### config.mk
export PLATFORM = sky130hd
export DESIGN_NAME = pwm3_deadtime_timer
export DESIGN_NICKNAME = d
export VERILOG_FILES = /design/src/rtl/pwm3_pkg.sv /design/src/rtl/pwm3_counter.sv /design/src/rtl/pwm3_shadow.sv /design/src/rtl/pwm3_phase.sv /design/src/rtl/pwm3_deadtime_timer.sv
export SDC_FILE = /design/constraint.sdc
export NUM_CORES = 1
export LEC_CHECK = 0
export CORE_MARGIN = 4
export CORE_UTILIZATION = 55
export CTS_BUF_LIST = sky130_fd_sc_hd__clkbuf_8 sky130_fd_sc_hd__clkbuf_16
export DETAILED_ROUTE_END_ITERATION = 12
export MAX_ROUTING_LAYER = met4
export PLACE_DENSITY = 0.79
export SYNTH_ARGS = -nofsm -noshare
export SYNTH_HDL_FRONTEND = slang
export SYNTH_HIERARCHICAL = 1
export SYNTH_SLANG_ARGS = --single-unit
### constraint.sdc
create_clock -name clk -period 8.85 [get_ports clk]
set_input_delay 1.3275 -clock clk [delete_from_list [all_inputs] [get_ports clk]]
set_output_delay 1.3275 -clock clk [all_outputs]
set_load 0.02 [all_outputs]
### src/rtl/pwm3_pkg.sv
package pwm3_pkg;

    localparam int unsigned PHASES = 3;

    typedef enum logic {
        CNT_UP   = 1'b0,
        CNT_DOWN = 1'b1
    } cnt_dir_e;

    // One phase's gate pair, both active low
    typedef struct packed {
        logic hi_n;
        logic lo_n;
    } gate_pair_t;

    localparam gate_pair_t GATES_OFF = '{hi_n: 1'b1, lo_n: 1'b1};

endpackage

### src/rtl/pwm3_counter.sv
module pwm3_counter
    import pwm3_pkg::*;
#(
    parameter int W = 16
) (
    input  logic         clk,
    input  logic         rst,
    input  logic         dbl_mode,
    input  logic [W-1:0] hp_cur,      // clamped half-period in force
    input  logic [W-1:0] hp_next,     // clamped half-period at the inputs
    output logic [W-1:0] cnt,
    output cnt_dir_e     dir,
    output logic         load         // working copies reload at this edge
);

    logic at_top;
    logic at_bottom;
    logic load_mid;
    logic load_start;

    assign at_top     = (dir == CNT_UP)   && (cnt == hp_cur - W'(1));
    assign at_bottom  = (dir == CNT_DOWN) && (cnt == '0);
    assign load_mid   = at_top && dbl_mode;
    assign load_start = at_bottom;
    assign load       = load_mid || load_start;

    always_ff @(posedge clk) begin
        if (rst) begin
            cnt <= '0;
            dir <= CNT_UP;
        end else if (dir == CNT_UP) begin
            if (at_top) begin
                dir <= CNT_DOWN;
                cnt <= load_mid ? (hp_next - W'(1)) : cnt;
            end else begin
                cnt <= cnt + W'(1);
            end
        end else begin
            if (at_bottom) begin
                dir <= CNT_UP;
            end else begin
                cnt <= cnt - W'(1);
            end
        end
    end

endmodule

### src/rtl/pwm3_shadow.sv
module pwm3_shadow
    import pwm3_pkg::*;
#(
    parameter int W = 16
) (
    input  logic                     clk,
    input  logic                     rst,
    input  logic                     load,
    input  logic [PHASES-1:0][W-1:0] duty_in,
    input  logic [W-1:0]             hp_in,
    input  logic [W-1:0]             dt_in,
    output logic [PHASES-1:0][W-1:0] duty_wk,
    output logic [W-1:0]             hp_wk,
    output logic [W-1:0]             dt_wk
);

    always_ff @(posedge clk) begin
        if (rst || load) begin
            duty_wk <= duty_in;
            hp_wk   <= hp_in;
            dt_wk   <= dt_in;
        end
    end

endmodule

### src/rtl/pwm3_phase.sv
module pwm3_phase
    import pwm3_pkg::*;
#(
    parameter int W = 16
) (
    input  logic         clk,
    input  logic         rst,
    input  logic [W-1:0] cnt,
    input  logic [W-1:0] hp,
    input  logic [W-1:0] dt,
    input  logic [W-1:0] duty,
    output gate_pair_t   gate_o
);

    localparam int SW = W + 2;

    logic [SW-1:0] pos_sum;
    logic [SW-1:0] hi_limit;
    logic [SW-1:0] lo_sum;
    logic          hi_on;
    logic          lo_on;

    assign pos_sum  = SW'(cnt) + SW'(duty);
    assign hi_limit = SW'(hp) + SW'(dt);
    assign lo_sum   = pos_sum + SW'(dt);
    assign hi_on    = (pos_sum >= hi_limit);
    assign lo_on    = (lo_sum < SW'(hp));

    always_ff @(posedge clk) begin
        if (rst) begin
            gate_o <= GATES_OFF;
        end else begin
            gate_o.hi_n <= ~hi_on;
            gate_o.lo_n <= ~lo_on;
        end
    end

endmodule

### src/rtl/pwm3_deadtime_timer.sv
module pwm3_deadtime_timer
    import pwm3_pkg::*;
#(
    parameter int W = 16
) (
    input  logic         clk,
    input  logic         rst,
    input  logic         dbl_mode_i,
    input  logic [W-1:0] half_period_i,
    input  logic [W-1:0] dead_time_i,
    input  logic [W-1:0] duty_a_i,
    input  logic [W-1:0] duty_b_i,
    input  logic [W-1:0] duty_c_i,
    output logic [2:0]   gate_hi_n_o,
    output logic [2:0]   gate_lo_n_o,
    output logic         second_half_o
);

    logic [PHASES-1:0][W-1:0] duty_in;
    logic [PHASES-1:0][W-1:0] wk_duty;
    logic [W-1:0]             wk_hp;
    logic [W-1:0]             wk_dt;
    logic [W-1:0]             hp_eff;
    logic [W-1:0]             hp_in_eff;
    logic [W-1:0]             cnt;
    cnt_dir_e                 dir;
    logic                     load;
    gate_pair_t               pair [PHASES];

    assign duty_in[0] = duty_a_i;
    assign duty_in[1] = duty_b_i;
    assign duty_in[2] = duty_c_i;

    assign hp_eff    = (wk_hp == '0)         ? W'(1) : wk_hp;
    assign hp_in_eff = (half_period_i == '0) ? W'(1) : half_period_i;

    pwm3_counter #(.W(W)) u_cnt (
        .clk      (clk),
        .rst      (rst),
        .dbl_mode (dbl_mode_i),
        .hp_cur   (hp_eff),
        .hp_next  (hp_in_eff),
        .cnt      (cnt),
        .dir      (dir),
        .load     (load)
    );

    pwm3_shadow #(.W(W)) u_shadow (
        .clk     (clk),
        .rst     (rst),
        .load    (load),
        .duty_in (duty_in),
        .hp_in   (half_period_i),
        .dt_in   (dead_time_i),
        .duty_wk (wk_duty),
        .hp_wk   (wk_hp),
        .dt_wk   (wk_dt)
    );

    for (genvar p = 0; p < PHASES; p++) begin : g_phase
        pwm3_phase #(.W(W)) u_phase (
            .clk    (clk),
            .rst    (rst),
            .cnt    (cnt),
            .hp     (hp_eff),
            .dt     (wk_dt),
            .duty   (wk_duty[p]),
            .gate_o (pair[p])
        );
        assign gate_hi_n_o[p] = pair[p].hi_n;
        assign gate_lo_n_o[p] = pair[p].lo_n;
    end

    always_ff @(posedge clk) begin
        if (rst) begin
            second_half_o <= 1'b0;
        end else begin
            second_half_o <= (dir == CNT_DOWN);
        end
    end

endmodule

==> impl_metrics.yaml <==
outcome:
  status: "complete, no violations"
worst_setup_path:
  reg2reg_slack_ns: 3.46
  critical_path.startpoint_type: "flip-flop"
  critPathMaxFanout: 12
  reg2reg_depth: 24
  crit_chain: "ha_1, inv_1, fa_1, nor2b_1, o31a_1, o21a_1, and2_1, o21a_1, nor2_1, xnor2_1, ha_1, and2_1, a221o_1, a31oi_1, o21ai_1, xor2_1, ha_1, a21o_1, a21o_1, a21oi_1, o21a_1, o31ai_1, a21o_1, a221o_1"
  critPathMaxStageDelay_ns: 0.64
  cp.depth: 24
  crit_path_top_delay_cell: "dfxtp_1"
  end_kind: "flip-flop"
  cp_data_arrival_time_ns: 5.64
  required_ns: 9.11
  critical_path.top_delay_family: "compound AO/OA/AOI/OAI gates"
  r2r-end: "g_phase[2].u_phase/gate_o[0]"
  critPathKind: "flip-flop to flip-flop"
  path_buf_inv: 1
  timing.rr.start: "u_cnt/cnt[0]"
global_route:
  grt_pass1_wl_mm: 60.8
  globalRouteTotalUtil_pct: 29.1
  gr-usage-met2_pct: 49.7
  grt_max_degree: 81
  antenna_found_initial: 0
  overflow: 0
  gr-max-usage-layer: "met2"
  first_global_vias: 12200
  use_met1_pct: 35.0
  met3_usage_pct: 3.87
worst_hold_path:
  holdPathStages: 2
  whs_endpoint: "u_cnt/cnt[4]"
  worstHoldStart: "u_cnt/cnt[4]"
  hold_path_class: "flip-flop to flip-flop"
logic_synthesis:
  ys_types: 85
  synth_flop_cell: "edfxtp_1"
  async_flop_share_pct: 0
  syn_area_um2: 13600
  synth_top_area_share_pct: 23.1
  yosysWarnings: 6
  ys_seq_area_share_pct: 21.2
  synth_edf_count: 80
  ys_ff_latch: 104
  syn-instance-count: 1587
  synth_common_cells: "251 x ha_1, 135 x a21oi_1, 122 x nor2_1, 110 x inv_1, 108 x xnor2_1"
  yosys-top-cells-area: "ha_1 23%, edfxtp_1 18%, xnor2_1 7.0%, a21oi_1 5.0%, dfxtp_1 3.5%"
  synth.most_common_cell: "ha_1"
  syn_area_per_cell_um2: 8.56
  synth_nets: 1930
  yosys.area.top_type: "ha_1"
cts:
  clock_latency_ns: 0.38
  hold_buffers: 0
  clk_pin_slew_ns: 0.09
  htreeDepth: 3
  cts_resized: 0
  cts_tree: "done"
  cts_setup_buffers: 0
  clock-root-buffer: "clkbuf_16"
  numCtsBuffers: 9
  cts_sinks: 104
  cts.path.max_buffers: 2
routing:
  postRouteAntennaNets: 0
  drc: 0
  wl_mm: 39.0
  wire_per_inst_um: 19.9
  vias_per_cell: 6.34
  vias: 12500
  drt_first_iter_violations: 1041
  dr.pass1.iters: 6
pwr:
  power.leakage_nw: 6.61
  p_switching_w: 0.000720
  peakVddDrop_v: 0.0000912
  p_clk_share_pct: 23.1
  internal_power_w: 0.00117
  p_sw_share_pct: 38.2
  combPwrFrac_pct: 44.9
  pwr_density_cell_nw_per_um2: 126
  seq_power_share_pct: 32.0
die:
  design.core.area_um2: 24300
  ios: 90
  die-area_um2: 27300
  rows: 57
  die_x_um: 165
  die_y_um: 165
  start_util_pct: 55.9
timing:
  setup_viol: 0
  max_slew_margin_pct: 20.8
  setup_ws_ns: 3.46
  max_freq_mhz: 186
  worst_slew_pin_slew_ns: 1.19
  skew_ns: 0.0180
  fin_crit_sh_pct: 60.9
  fin_crit_ns: 5.39
  hold_viol: 0
  grt_setup_unrepaired: "no"
  tns_ns: 0
  drv_slew: 0
layout:
  n_antenna_cell: 0
  final_util_pct: 61.7
  n_fill_cell: 2067
  drive_gt1_share_pct: 3.60
  fin_nets: 1979
  area_delta_synth_final_pct: 10.4
job:
  maxCapViolCount: 0
placement:
  portBuffers: 89
  dpl.hpwl_mm: 30.5
  dpl_worst_slack_ns: 3.56
  gp_congestion: 0.936
==> power groups by stage <==
stage,sequential [W],combinational [W],clock (W)
CTS,0.000601,0.000841,0.000442
floorplan,0.000585,0.000636,0
global route,0.000605,0.000951,0.000461
detailed placement,0.000612,0.000832,0
global placement,0.000611,0.000804,0
finish,0.000603,0.000847,0.000436
==> how the worst max path moves through the flow <==
stage                                        end               from
global route        g_phase[1].u_phase/gate_o[0]       u_cnt/cnt[1]
global placement    g_phase[2].u_phase/gate_o[0]       u_cnt/cnt[0]
finish              g_phase[2].u_phase/gate_o[0]       u_cnt/cnt[0]
floorplan                      u_shadow/dt_wk[0]  u_shadow/hp_wk[8]
CTS                 g_phase[2].u_phase/gate_o[0]       u_cnt/cnt[0]
detailed placement  g_phase[2].u_phase/gate_o[0]       u_cnt/cnt[0]
==> state kept, by name, indices dropped and copies added (netlist names) <==
signal                  flops
g_phase.u_phase/gate_o      6
second_half_o               1
u_cnt/cnt                  16
u_cnt/dir                   1
u_shadow/dt_wk             16
u_shadow/duty_wk           48
u_shadow/hp_wk             16
==> per-stage QoR <==
stage	cells	area [um2]	power, W	hold slack (ns)
after floorplan	1587	13600	0.00122	0.469
after global placement	1949	14700	0.00141	0.694
after detailed placement	1949	14700	0.00144	0.678
after CTS	1965	15000	0.00188	0.692
after global routing	1965	15000	0.00202	0.728
final	1965	15000	0.00189	0.701
==> final cells by class <==
class,count,area (um2),share of cell area [%]
Clock buffer,10,250,1.67
Multi-Input combinational cell,1319,10100,67.2
Clock inverter,6,70.1,0.467
Timing Repair Buffer,90,898,5.99
Sequential cell,104,2880,19.2
Inverter,112,420,2.80
Tap cell,324,405,2.70
==> layout by cell type (no fill, tap or decap), drive strengths merged, types with 8 or more instances in the layout <==
cell type      instances
o21bai                 8
a31oi                 21
nor2b                 14
nor2                 122
a211oi                24
clkbuf                10
ha                   251
and3                  19
o31ai                 12
nand2                 81
or2                   12
nand3                 34
o211ai                21
nand2b                24
a21o                  44
clkdlybuf4s50         89
o21ai                 90
xor2                  44
fa                     9
edfxtp                80
or3                   13
nor4                  17
a21oi                138
inv                  115
or4                   11
nand4                 16
nor3                  54
o21a                  25
mux2i                 12
xnor2                108
dfxtp                 24
==> tightest hold or removal path: cells and delay by family (launching register included) <==
family         cells  cell delay, ns
flip-flops         1            0.44
AO/OA/AOI/OAI      2            0.21
==> metal layers <==
layer  up-vias  share of wire, %
li1       5973                 -
met4         0               3.6
met3       102               6.2
met2       481                48
met5         -                 0
met1      5911                42
==> cells by family after synthesis <==
kind of cell,count (synthesis),synth area share [%]
mux,12,0.884
simple gates,440,16.5
compound gates,455,22.6
fa+ha+maj,260,24.4
buf+inv,164,4.62
xor+xnor,152,9.80
flops,104,21.2
Power figures use the tool's default switching activity.
